### src/rtl/rankpwr_pkg.sv
package rankpwr_pkg;
  localparam int NUM_PWR_STATES = 6;

  typedef enum logic [2:0] {
    PS_IDLE    = 3'd0,
    PS_ACT     = 3'd1,
    PS_ACT_PDN = 3'd2,
    PS_PRE_PDN = 3'd3,
    PS_REF     = 3'd4,
    PS_SREF    = 3'd5
  } pwrState_t;

  typedef struct packed {
    logic enterPd;
    logic exitPd;
    logic enterSr;
    logic exitSr;
  } pwrStrobe_t;

  function automatic logic isLowPower(pwrState_t s);
    return (s == PS_ACT_PDN) || (s == PS_PRE_PDN) || (s == PS_SREF);
  endfunction
endpackage

### src/rtl/rankpwr_ctrl.sv
module rankpwr_ctrl
  import rankpwr_pkg::*;
#(
  parameter int BANKW = 4,
  parameter int EVW   = 4
) (
  input  logic             clk,
  input  logic             rstN,
  input  logic [BANKW-1:0] activeBanks,
  input  logic             rdEmpty,
  input  logic             wrEmpty,
  input  logic             busWrite,
  input  logic [EVW-1:0]   pendingEvents,
  input  logic             refBegin,
  input  logic             refEnd,
  output pwrState_t        state,
  output logic             lowPower,
  output pwrStrobe_t       strobe
);
  pwrState_t nextState;
  pwrState_t priorState;

  logic quiet, anyQueued, forceSrExit;
  assign quiet       = rdEmpty && wrEmpty && (pendingEvents == '0);
  assign anyQueued   = !rdEmpty || !wrEmpty;
  assign forceSrExit = !rdEmpty || (busWrite && !wrEmpty);

  always_comb begin
    nextState = state;
    strobe    = '0;
    unique case (state)
      PS_IDLE: begin
        if (refBegin) nextState = PS_REF;
        else if (activeBanks != '0) nextState = PS_ACT;
        else if (quiet) begin
          nextState = PS_PRE_PDN;
          strobe.enterPd = 1'b1;
        end
      end
      PS_ACT: begin
        if (activeBanks == '0) nextState = PS_IDLE;
        else if (quiet) begin
          nextState = PS_ACT_PDN;
          strobe.enterPd = 1'b1;
        end
      end
      PS_ACT_PDN: begin
        if (anyQueued) begin
          nextState = PS_ACT;
          strobe.exitPd = 1'b1;
        end
      end
      PS_PRE_PDN: begin
        if (refBegin) begin
          nextState = PS_REF;
          strobe.exitPd = 1'b1;
        end else if (anyQueued) begin
          nextState = PS_IDLE;
          strobe.exitPd = 1'b1;
        end
      end
      PS_REF: begin
        if (refEnd) begin
          if (priorState == PS_PRE_PDN && quiet) begin
            nextState = PS_SREF;
            strobe.enterSr = 1'b1;
          end else begin
            nextState = PS_IDLE;
          end
        end
      end
      PS_SREF: begin
        if (forceSrExit) begin
          nextState = PS_IDLE;
          strobe.exitSr = 1'b1;
        end
      end
      default: nextState = PS_IDLE;
    endcase
  end

  assign lowPower = isLowPower(state) || isLowPower(nextState);

  always_ff @(posedge clk or negedge rstN) begin
    if (!rstN) begin
      state      <= PS_IDLE;
      priorState <= PS_IDLE;
    end else begin
      state <= nextState;
      if (nextState == PS_REF && state != PS_REF) priorState <= state;
    end
  end

  // Active power-down may only return to active
  assert_actpdn_exit_R5: assert property (@(posedge clk) disable iff (!rstN)
    state == PS_ACT_PDN |=> (state == PS_ACT_PDN || state == PS_ACT));

  // Self-refresh is reached only from a refresh that began in precharge power-down
  assert_sref_entry_R7: assert property (@(posedge clk) disable iff (!rstN)
    (state == PS_SREF && $past(state) != PS_SREF) |->
      ($past(state) == PS_REF && $past(priorState) == PS_PRE_PDN));

  // Self-refresh exits only to idle
  assert_sref_exit_R8: assert property (@(posedge clk) disable iff (!rstN)
    state == PS_SREF |=> (state == PS_SREF || state == PS_IDLE));

  // Power-down entered from idle only with nothing outstanding
  assert_pd_quiet_R3: assert property (@(posedge clk) disable iff (!rstN)
    (state == PS_PRE_PDN && $past(state) == PS_IDLE) |->
      ($past(pendingEvents) == '0 && $past(rdEmpty) && $past(wrEmpty)));
endmodule

### src/rtl/rankpwr_datapath.sv
module rankpwr_datapath
  import rankpwr_pkg::*;
#(
  parameter int TXP  = 4,
  parameter int TXS  = 10,
  parameter int CNTW = 32
) (
  input  logic       clk,
  input  logic       rstN,
  input  pwrState_t  state,
  input  pwrStrobe_t strobe,
  output logic       pdEnter,
  output logic       pdExit,
  output logic       srEnter,
  output logic       srExit,
  output logic       cmdReady,
  output logic [NUM_PWR_STATES-1:0][CNTW-1:0] stateCycles
);
  localparam int WAKEMAX = (TXS > TXP) ? TXS : TXP;
  localparam int WAKEW   = $clog2(WAKEMAX + 1);

  logic [WAKEW-1:0] wakeCnt;

  always_ff @(posedge clk or negedge rstN) begin
    if (!rstN) begin
      pdEnter <= 1'b0;
      pdExit  <= 1'b0;
      srEnter <= 1'b0;
      srExit  <= 1'b0;
      wakeCnt <= '0;
    end else begin
      pdEnter <= strobe.enterPd;
      pdExit  <= strobe.exitPd;
      srEnter <= strobe.enterSr;
      srExit  <= strobe.exitSr;
      if (strobe.exitSr)      wakeCnt <= WAKEW'(TXS);
      else if (strobe.exitPd) wakeCnt <= WAKEW'(TXP);
      else if (wakeCnt != '0) wakeCnt <= wakeCnt - 1'b1;
    end
  end

  assign cmdReady = (wakeCnt == '0);

  for (genvar g = 0; g < NUM_PWR_STATES; g++) begin : g_cnt
    always_ff @(posedge clk or negedge rstN) begin
      if (!rstN) stateCycles[g] <= '0;
      else if (state == pwrState_t'(g)) stateCycles[g] <= stateCycles[g] + 1'b1;
    end
  end

  // Exit latency window starts at its full length
  assert_wake_pd_R9: assert property (@(posedge clk) disable iff (!rstN)
    pdExit |-> (wakeCnt == WAKEW'(TXP)));
  assert_wake_sr_R9: assert property (@(posedge clk) disable iff (!rstN)
    srExit |-> (wakeCnt == WAKEW'(TXS)));
  // Never two commands in one cycle
  assert_one_cmd_R8: assert property (@(posedge clk) disable iff (!rstN)
    $onehot0({pdEnter, pdExit, srEnter, srExit}));
endmodule

### src/rtl/rank_power_fsm.sv
module rank_power_fsm
  import rankpwr_pkg::*;
#(
  parameter int NBANKS = 8,
  parameter int EVW    = 4,
  parameter int TXP    = 4,
  parameter int TXS    = 10,
  parameter int CNTW   = 32,
  localparam int BANKW = $clog2(NBANKS + 1)
) (
  input  logic             clk,
  input  logic             rstN,
  input  logic [BANKW-1:0] activeBanks,
  input  logic             rdEmpty,
  input  logic             wrEmpty,
  input  logic             busWrite,
  input  logic [EVW-1:0]   pendingEvents,
  input  logic             refBegin,
  input  logic             refEnd,
  output logic [2:0]       pwrState,
  output logic             lowPower,
  output logic             pdEnter,
  output logic             pdExit,
  output logic             srEnter,
  output logic             srExit,
  output logic             cmdReady,
  output logic [NUM_PWR_STATES-1:0][CNTW-1:0] stateCycles
);
  pwrState_t  state;
  pwrStrobe_t strobe;

  rankpwr_ctrl #(.BANKW(BANKW), .EVW(EVW)) u_ctrl (
    .clk(clk), .rstN(rstN), .activeBanks(activeBanks), .rdEmpty(rdEmpty),
    .wrEmpty(wrEmpty), .busWrite(busWrite), .pendingEvents(pendingEvents),
    .refBegin(refBegin), .refEnd(refEnd), .state(state),
    .lowPower(lowPower), .strobe(strobe)
  );

  rankpwr_datapath #(.TXP(TXP), .TXS(TXS), .CNTW(CNTW)) u_dp (
    .clk(clk), .rstN(rstN), .state(state), .strobe(strobe),
    .pdEnter(pdEnter), .pdExit(pdExit), .srEnter(srEnter), .srExit(srExit),
    .cmdReady(cmdReady), .stateCycles(stateCycles)
  );

  assign pwrState = state;
endmodule

### config.mk
export PLATFORM = sky130hd
export DESIGN_NAME = rank_power_fsm
export DESIGN_NICKNAME = d
export VERILOG_FILES = /design/src/rtl/rankpwr_pkg.sv /design/src/rtl/rankpwr_ctrl.sv /design/src/rtl/rankpwr_datapath.sv /design/src/rtl/rank_power_fsm.sv
export SDC_FILE = /design/constraint.sdc
export NUM_CORES = 1
export LEC_CHECK = 0
export CAP_MARGIN = 20
export CORE_ASPECT_RATIO = 0.75
export CORE_MARGIN = 4
export CORE_UTILIZATION = 50
export DETAILED_ROUTE_END_ITERATION = 10
export DONT_BUFFER_PORTS = 1
export PLACE_DENSITY_LB_ADDON = 0.1
export SETUP_SLACK_MARGIN = 0.15
export SLEW_MARGIN = 20
export SYNTH_ARGS = -nofsm -noshare
export SYNTH_HDL_FRONTEND = slang
export SYNTH_SLANG_ARGS = --single-unit
### constraint.sdc
create_clock -name clk -period 2.5 [get_ports clk]
set_clock_uncertainty 0.2 [all_clocks]
set_input_delay 0.25 -clock clk [delete_from_list [all_inputs] [get_ports clk]]
set_output_delay 0.25 -clock clk [all_outputs]
set_load 0.005 [all_outputs]
### After elaboration in Yosys (flattened, before gate mapping)

Cells that the tools add are included.

| storage, ports and cells | value |
|---|---|
| register bits after elaboration | 206 |
| input port bits | 15 |
| output and inout port bits | 201 |

| cells by class | value |
|---|---|
| add/sub/neg operators | 7 |
| equality and inequality tests | 11 |
| mux-type cells | 28 |
| reductions and logical operators | 21 |

Operators with widths:

| cell | count |
|---|---|
| adder 32 x 1 -> 32 bit (second input constant) | 6 |
| two-way mux 3 bit | 11 |
| case mux 3 bit (6 select lines) | 1 |
| == test 3 x 2 -> 1 bit (second input constant) | 5 |
| == test 3 bit (second input constant) | 4 |
| zero test 4 bit | 3 |
| two-way mux 4 bit | 3 |
| two-way mux 1 bit | 11 |
| nonzero test 4 bit | 2 |
| logical OR 1 bit | 7 |
| logical AND 1 bit | 5 |
| case mux 1 bit (2 select lines) | 2 |
| subtractor 4 x 1 -> 4 bit (second input constant) | 1 |
| == test 3 x 1 -> 1 bit (second input constant) | 1 |
| zero test 3 bit | 1 |
| inequality test 3 bit (second input constant) | 1 |
| nonzero test 3 bit | 1 |
| zero test 1 bit | 2 |

### Depth between registers and ports, before layout

Gate-level depths: netlist of the first run.

| logic depth | value |
|---|---|
| depth in word-level cells | 10 |
| mapped depth | 7 |
| depth with buffers taken out | 6 |

### Hierarchy

A second synthesis of the first run with hierarchy kept.

| unflattened totals | value |
|---|---|
| cells, all modules | 816 |
| area total of the unflattened synthesis | 9193.8 µm² |

Modules (own cells, without submodules):

| module | times used | cells an instance | area each (µm²) |
|---|---|---|---|
| rankpwr_datapath | 1 | 758 | 8722.1 |
| rankpwr_ctrl | 1 | 58 | 471.7 |

### Least setup slack after synthesis of the first run

OpenSTA, ideal clock, no wires.

| timing path | value |
|---|---|
| kind | reg-to-reg |
| start point | register u_ctrl.state[0] |
| end point | register u_dp.stateCycles[156] (netlist bit) |
| arrival | 1.732 ns |
| data required time | 2.177 ns |
| setup slack | 0.445 ns |
| stages on the path, launching flop included | 7 |
| path buffers | 1 |
| clock period less this slack | 2.055 ns |
| cell sequence | dfrtp_1 -> buf_4 -> nand4bb_1 -> nor4_2 -> nor2b_1 -> nand4_1 -> xnor2_1 |

| between the ends | value |
|---|---|
| word-level cells in the longest chain between the ends | 1 |

RTL lines:

| what | RTL line | text |
|---|---|---|
| from (decl) | rankpwr_ctrl.sv:16 | `output pwrState_t state,` |
| from (signal assigned) | rankpwr_ctrl.sv:89 | `state <= nextState;` |
| == test 3 bit | rankpwr_datapath.sv:47 | `else if (state == pwrState_t'(g)) stateCycles[g] <= stateCycles[g] + 1'b1;` |
| to (signal, indexed assignment) | rankpwr_datapath.sv:47 |  |
| to (decl) | rankpwr_datapath.sv:17 | `output logic [NUM_PWR_STATES-1:0][CNTW-1:0] stateCycles` |

Every way passes these cells.
A chain may end at the register's enable or synchronous reset.

### Final worst setup path of the first run

| timing path | value |
|---|---|
| start point | register u_ctrl.state[2] |
| end point | output port lowPower |

| between the ends | value |
|---|---|
| word-level cells in the longest chain between the ends | 8 |

RTL lines:

| what | RTL line | text |
|---|---|---|
| two-way mux 3 bit | rankpwr_ctrl.sv:35 | `else if (quiet) begin` |
| two-way mux 3 bit | rankpwr_ctrl.sv:34 | `else if (activeBanks != '0) nextState = PS_ACT;` |
| two-way mux 3 bit | rankpwr_ctrl.sv:33 | `if (refBegin) nextState = PS_REF;` |
| case mux 3 bit (6 select lines) | rankpwr_ctrl.sv:31 | `unique case (state)` |
| == test 3 x 2 -> 1 bit | rankpwr_pkg.sv:21 | `return (s == PS_ACT_PDN) \|\| (s == PS_PRE_PDN) \|\| (s == PS_SREF);` |
| logical OR 1 bit (2 in series) | rankpwr_pkg.sv:21 |  |
| logical OR 1 bit * | rankpwr_ctrl.sv:82 | `assign lowPower = isLowPower(state) \|\| isLowPower(nextState);` |
| to (decl) | rank_power_fsm.sv:21 | `output logic lowPower,` |

Every way passes the cells marked *; elsewhere a longest branch is shown, timed or not.

==> results of run 1 <==
-- per-layer routing --
metal | track usage (%) | share of wire (%) | up-vias
met5 | 0 | 0 | -
met4 | 4.303 | 1.9 | 0
met3 | 7.479 | 9.8 | 30
met2 | 28.02 | 44 | 183
met1 | 27.65 | 44 | 3048
li1 | - | - | 2906
-- worst max path at each step --
stage	from	to	slack, ns	depth (start not counted)
2_1_floorplan	u_ctrl.state[0]	u_dp.stateCycles[156]	0.44	6
3_3_place_gp	u_ctrl.state[1]	u_dp.stateCycles[30]	0.28	6
3_5_place_dp	u_ctrl.state[2]	u_dp.stateCycles[148]	0.22	6
4_1_cts	u_ctrl.state[2]	lowPower	0.02	6
5_1_grt	u_ctrl.state[2]	lowPower	-0.002	6
6_report	u_ctrl.state[2]	lowPower	0.07	6
-- kinds of logic (layout without fill, tap and decap cells) --
family / count (synthesis) / count (layout) / share of synthesized area (%)
AO/OA/AOI/OAI: 23 / 23 / 1.516
buffers and inverters: 30 / 91 / 1.380
adder cells (fa/ha/maj): 7 / 7 / 0.9474
AND/OR/NAND/NOR: 349 / 349 / 21.75
XOR/XNOR: 188 / 188 / 17.81
flip-flops: 206 / 206 / 55.77
multiplexers: 7 / 7 / 0.8256
-- state kept, by name, summed over array words and instances (netlist names) --
register           cells
u_dp.srExit            1
u_dp.wakeCnt           4
u_dp.pdExit            1
u_dp.pdEnter           1
u_ctrl.state           3
u_dp.srEnter           1
u_ctrl.priorState      3
u_dp.stateCycles     192
-- power groups by stage --
stage,Clock (uW),Sequential [uW],Combinational [uW]
2_1_floorplan,0,3940,721
3_3_place_gp,0,4070,866
3_5_place_dp,0,4080,909
4_1_cts,3410,4020,1010
5_1_grt,3550,4060,1170
6_report,3330,4010,1040
-- metrics by stage --
step | utilization (%) | std cells | worst slack, ns | power (uW) | hold slack, ns
after floorplan | - | 810 | 0.4445 | 4657 | -0.2456
after global placement | 53.57 | 1056 | 0.2808 | 4936 | -0.2404
after detailed placement | 53.57 | 1056 | 0.2179 | 4993 | -0.2401
after CTS | 58.49 | 1105 | 0.01741 | 8434 | -0.7598
after global routing | 59.08 | 1113 | -0.002456 | 8775 | -0.7624
final | 59.08 | 1113 | 0.07039 | 8376 | -0.7357
-- Yosys cell counts (3+ instances only) --
cell type,instances
dfrtp_1,206
xnor2_1,122
nand2_1,71
xor2_1,66
nand3_1,58
nand4_1,56
nor2_1,55
and3_1,21
inv_1,20
and4_1,17
nor3_1,12
and2_1,11
o21ai_0,8
ha_1,7
nor4_1,7
a21oi_1,6
mux2_2,5
nor2b_1,5
clkbuf_1,4
or2_2,4
buf_2,3
buf_4,3
nand4b_1,3
nor3_2,3
nor3b_1,3
nor4_4,3
o211ai_1,3
or3_1,3
-- critical path, delay by kind of cell, from the launching register on --
kind                   cells  cell delay (ns)
AND/OR/NAND/NOR            4             0.81
flip-flops                 1             0.41
buffers and inverters      2             0.27
-- layout make-up --
type                            count  area, sq um  area share, %
Sequential cell                   206         5159          48.72
Multi-Input combinational cell    574         4016          37.93
Clock buffer                       30        599.3          5.661
Timing Repair Buffer               35        302.8          2.860
Tap cell                          242        302.8          2.860
Clock inverter                      6        132.6          1.253
Inverter                           20        75.07         0.7090
-- cell usage in the layout, fill, tap and decap left out, types with 4 or more instances in the layout --
master         instances
xnor2_1              122
and3_1                21
nor2_1                54
bufinv_16              4
nor4_1                 6
clkbuf_1               5
a21oi_1                5
nand2_1               71
dlygate4sd3_1         10
dfrtp_1              203
and4_1                17
xor2_1                66
or2_2                  4
nand3_1               56
clkbuf_8               4
nor2b_1                4
inv_1                 20
mux2_2                 5
o21ai_0                8
nand4_1               56
ha_1                   7
nor3_1                11
clkbuf_16             21
and2_1                11
buf_4                 22
-- what timing repair did --
item | in CTS | in global routing
pin swaps | 3 | 5
buffers inserted | 3 | 8
endpoints found under the hold margin | 218 | 206
endpoints found under the setup margin | 1 | 27
gates resized for setup | 7 | 11
==> flow_summary.ini, run 1 <==
[clock_network]
clock_sinks = 206
root_buffer = clkbuf_16
clk_path_buf_depth = 3
htree_num_levels = 1
insertion_delay_ns = 0.49
cts_tree = built
numCtsBuffers = 21
clkTransAtPathRegs_ns = 0.06
ctsHoldBuffers = 10

[pwr]
ir_drop_v = 0.0005508
p_switching_uw = 2175
p_leak_uw = 0.004956
power_frac_seq_pct = 47.8
powerDensity_nw_per_um2 = 791.1
comb_power_share_pct = 12.5
pwr-share-clk_pct = 39.7
p_int_uw = 6201
switching_share_pct = 25.97

[worst_setup_path]
cp.required_ns = 2.05
criticalPathCategory = flop to output port
r2r-start = u_ctrl.state[0]
crit_path_start_kind = flop
arrival_ns = 1.98
reg2reg_slack_ns = 0.24
rr_worst_depth = 9
worstPathCellList = buf_6 > nor3b_4 > buf_4 > nand4_1 > nor2_2 > or4_4
regToRegEndpoint = u_ctrl.state[0]
crit_path_end_kind = output port
slowest_delay_ns = 0.51
cp_slowest_cell = or4_4
worstPathMaxFanout = 6

[logic_synthesis]
synth_edf_count = 0
synth_top_area_share_pct = 55.77
yosysTopAreaCell = dfrtp_1
syn_nets = 832
yosysSeqAreaShare_pct = 55.77
synth_warnings = 0
synth_area_sq_um = 9244
synthCells = 810
ys_types = 47
ys_ff_latch = 206
synth_top_cells_by_area = dfrtp_1 56%, xnor2_1 12%, xor2_1 6.3%
synth_top_flop_cell = dfrtp_1
synthArstFlopShare_pct = 100.0
synth_area_per_cell_sq_um = 11.41

[run]
cap_violations = 0

[grt]
antenna_found_initial = 0
grt_pass1_vias = 6010
grt_max_degree = 207
grt_pass1_wl_um = 33310
grt_overflow = 0
grt_usage_pct = 19.32

[placed_design]
numPortBuffers = 0
dp_hpwl_um = 14450
gp_congestion = 0.7912
post_dp_cell_area_sq_um = 9599

[finish]
drive_above_1_share_pct = 11.02
n_antenna_cell = 0
nets = 880
finalInstanceArea_sq_um = 10590
fillerInstances = 1505
area_growth_pct = 14.54

[die]
io_pins = 216
fp-row-count = 42
core_sq_um = 17920
fp.dieH_um = 125.8
dieWidth_um = 165.0
die_area_sq_um = 20750
initial_core_util_pct = 51.58

[sta]
tns_ns = 0
finalMaxSlewViolations = 0
finalSetupViolCount = 0
worst_pin_slew_ns = 0.6996
fmax_ghz = 0.4116
relSlewSlack_pct = 52.93
min_period_ns = 2.430
rsz0062_at_grt = yes
hold_slack_ns = -0.7357
period_share_pct = 97.18
hold_viol_final = 206

[detailed_routing]
via_count = 6167
drc_errors = 0
dr.pass1.iters = 4
drt_iter0_markers = 444
ant_nets = 0
viasPerCell = 5.541
wirelength_um = 20300
wl_per_cell_um = 18.24

[worst_hold_path]
hold_path.class = input pin to async pin

[run_status]
status = finished, violations left
violations = negative hold slack
Note: power is estimated with default switching activity, not from simulation.
==> inputs of run 2 (changes only) <==
Settings changed: CORE_UTILIZATION 50 to 40.
==> run 2 against run 1 <==
Critical path type unchanged. Largest cell class unchanged. Largest power group unchanged. Combinational power rose by 15%. Sequential cell count did not move. Fmax rose by 1.2%. Core utilization fell by 11 points. Sequential power barely moved. Clock power fell by 3%. The flow still finishes with violations (negative hold slack).
==> flow_summary.ini, run 2 (synthesis gave the netlist of run 1 again) <==
[clock_network]
clock_sinks = 206
htree_num_levels = 1
root_buffer = clkbuf_16
clk_path_buf_depth = 3
ctsHoldBuffers = 8
cts_tree = built
numCtsBuffers = 22
clkTransAtPathRegs_ns = 0.06
insertion_delay_ns = 0.50

[detailed_routing]
wirelength_um = 21550
drt_iter0_markers = 392
ant_nets = 0
via_count = 6240
wl_per_cell_um = 18.44
viasPerCell = 5.338
dr.pass1.iters = 5
drc_errors = 0

[worst_setup_path]
crit_path_start_kind = flop
slowest_delay_ns = 0.54
regToRegEndpoint = u_dp.stateCycles[15]
r2r-start = u_ctrl.state[0]
arrival_ns = 1.95
worstPathCellList = buf_12 > mux2i_1 > nor4_1 > buf_4 > or4_4
rr_worst_depth = 6
criticalPathCategory = flop to output port
cp_slowest_cell = or4_4
worstPathMaxFanout = 6
reg2reg_slack_ns = 0.26
critPathTopFamily = simple AND/OR/NAND/NOR gates
crit_path_end_kind = output port
cp.required_ns = 2.05
path_buf_inv = 2

[grt]
grt_busiest_layer = met1
grt_pass1_wl_um = 34830
grt_pass1_vias = 6061
grt_use_met2_pct = 23.31
grt_overflow = 0
antenna_found_initial = 1
grtUsageMet3_pct = 5.818
use_met1_pct = 24.02
grt_max_degree = 207
grt_usage_pct = 16.34

[sta]
period_share_pct = 96.00
relSlewSlack_pct = 61.72
rsz0062_at_grt = yes
finalMaxSlewViolations = 0
min_period_ns = 2.400
fmax_ghz = 0.4167
hold_slack_ns = -0.7532
hold_viol_final = 206
worst_pin_slew_ns = 0.5699
finalSetupViolCount = 0

[die]
initial_core_util_pct = 41.26
io_pins = 216
fp-row-count = 47
die_area_sq_um = 25630
core_sq_um = 22410
dieWidth_um = 183.5
fp.dieH_um = 139.7

[finish]
layout_commonest_cell = dfrtp_1
final_cell_mix = 205 x dfrtp_1, 122 x xnor2_1, 71 x nand2_1
area_growth_pct = 15.70
fin_util_pct = 47.74
drive_above_1_share_pct = 10.87
top_regs = u_dp.stateCycles x192, u_dp.wakeCnt x4
largest_reg_flops = 192
top_register = u_dp.stateCycles
nets = 881
final_cells = 1169

[placed_design]
numPortBuffers = 0
gp_congestion = 0.7721
dpl.cell_count = 1113
dp_hpwl_um = 15210

[worst_hold_path]
hold_path.class = input pin to async pin

[run_status]
status = finished, violations left
violations = negative hold slack

[run]
cap_violations = 0

[pwr]
ir_drop_v = 0.0005130
p_leak_uw = 0.004995
powerDensity_nw_per_um2 = 789.8
## run 2: area by class of cell
cell class,instances,area (sq um)
Fill cell,2028,11710
Inverter,20,75.07
Multi-Input combinational cell,574,4043
Sequential cell,206,5156
Clock inverter,5,50.05
Clock buffer,34,666.9
Antenna cell,1,2.502
Timing Repair Buffer,35,334.1
Tap cell,294,367.9
## run 2: layer usage
layer | wire [um] | vias up | part of all wire, %
met3 | 2060 | 33 | 9.6
met1 | 9784 | 3091 | 45
li1 | - | 2905 | -
met5 | 0 | - | 0
met2 | 9204 | 211 | 43
met4 | 505 | 0 | 2.3
## run 2: metrics by stage
stage / instance area [sq um] / total power (uW) / worst slack, ns / TNS (ns) / hold WS, ns
final: 10700 / 8447 / 0.1000 / 0 / -0.7532
after global routing: 10700 / 8874 / -0.002069 / -0.002069 / -0.7866
after CTS: 10530 / 8387 / 0.1026 / 0 / -0.7858
after detailed placement: 9702 / 5030 / 0.1748 / 0 / -0.2382
after global placement: 9702 / 4986 / 0.1910 / 0 / -0.2392
after floorplan: 9244 / 4657 / 0.4445 / 0 / -0.2456
## run 2: what timing repair did
item | in CTS | in global routing
hold endpoints to repair | 215 | 206
setup buffers | 1 | 5
pin swaps | 0 | 5
resized for setup | 5 | 14
cloned | 0 | 2
setup endpoints to repair | 1 | 19
## run 2: how the worst max path moves through the flow
stage / start / endpoint / slack (ns) / cells after the start
finish: u_ctrl.state[0] / lowPower / 0.10 / 5
floorplan: u_ctrl.state[0] / u_dp.stateCycles[156] / 0.44 / 6
detailed placement: u_ctrl.state[0] / u_dp.stateCycles[30] / 0.17 / 6
global placement: u_ctrl.state[0] / u_dp.stateCycles[158] / 0.19 / 7
global route: u_ctrl.state[0] / lowPower / -0.002 / 6
CTS: u_ctrl.state[0] / lowPower / 0.10 / 6
## run 2: power by group
group	leakage [uW]	internal, uW	switching, uW
logic	0.00181	617	587
registers	0.00283	3600	421
clock network	0.000356	1930	1290
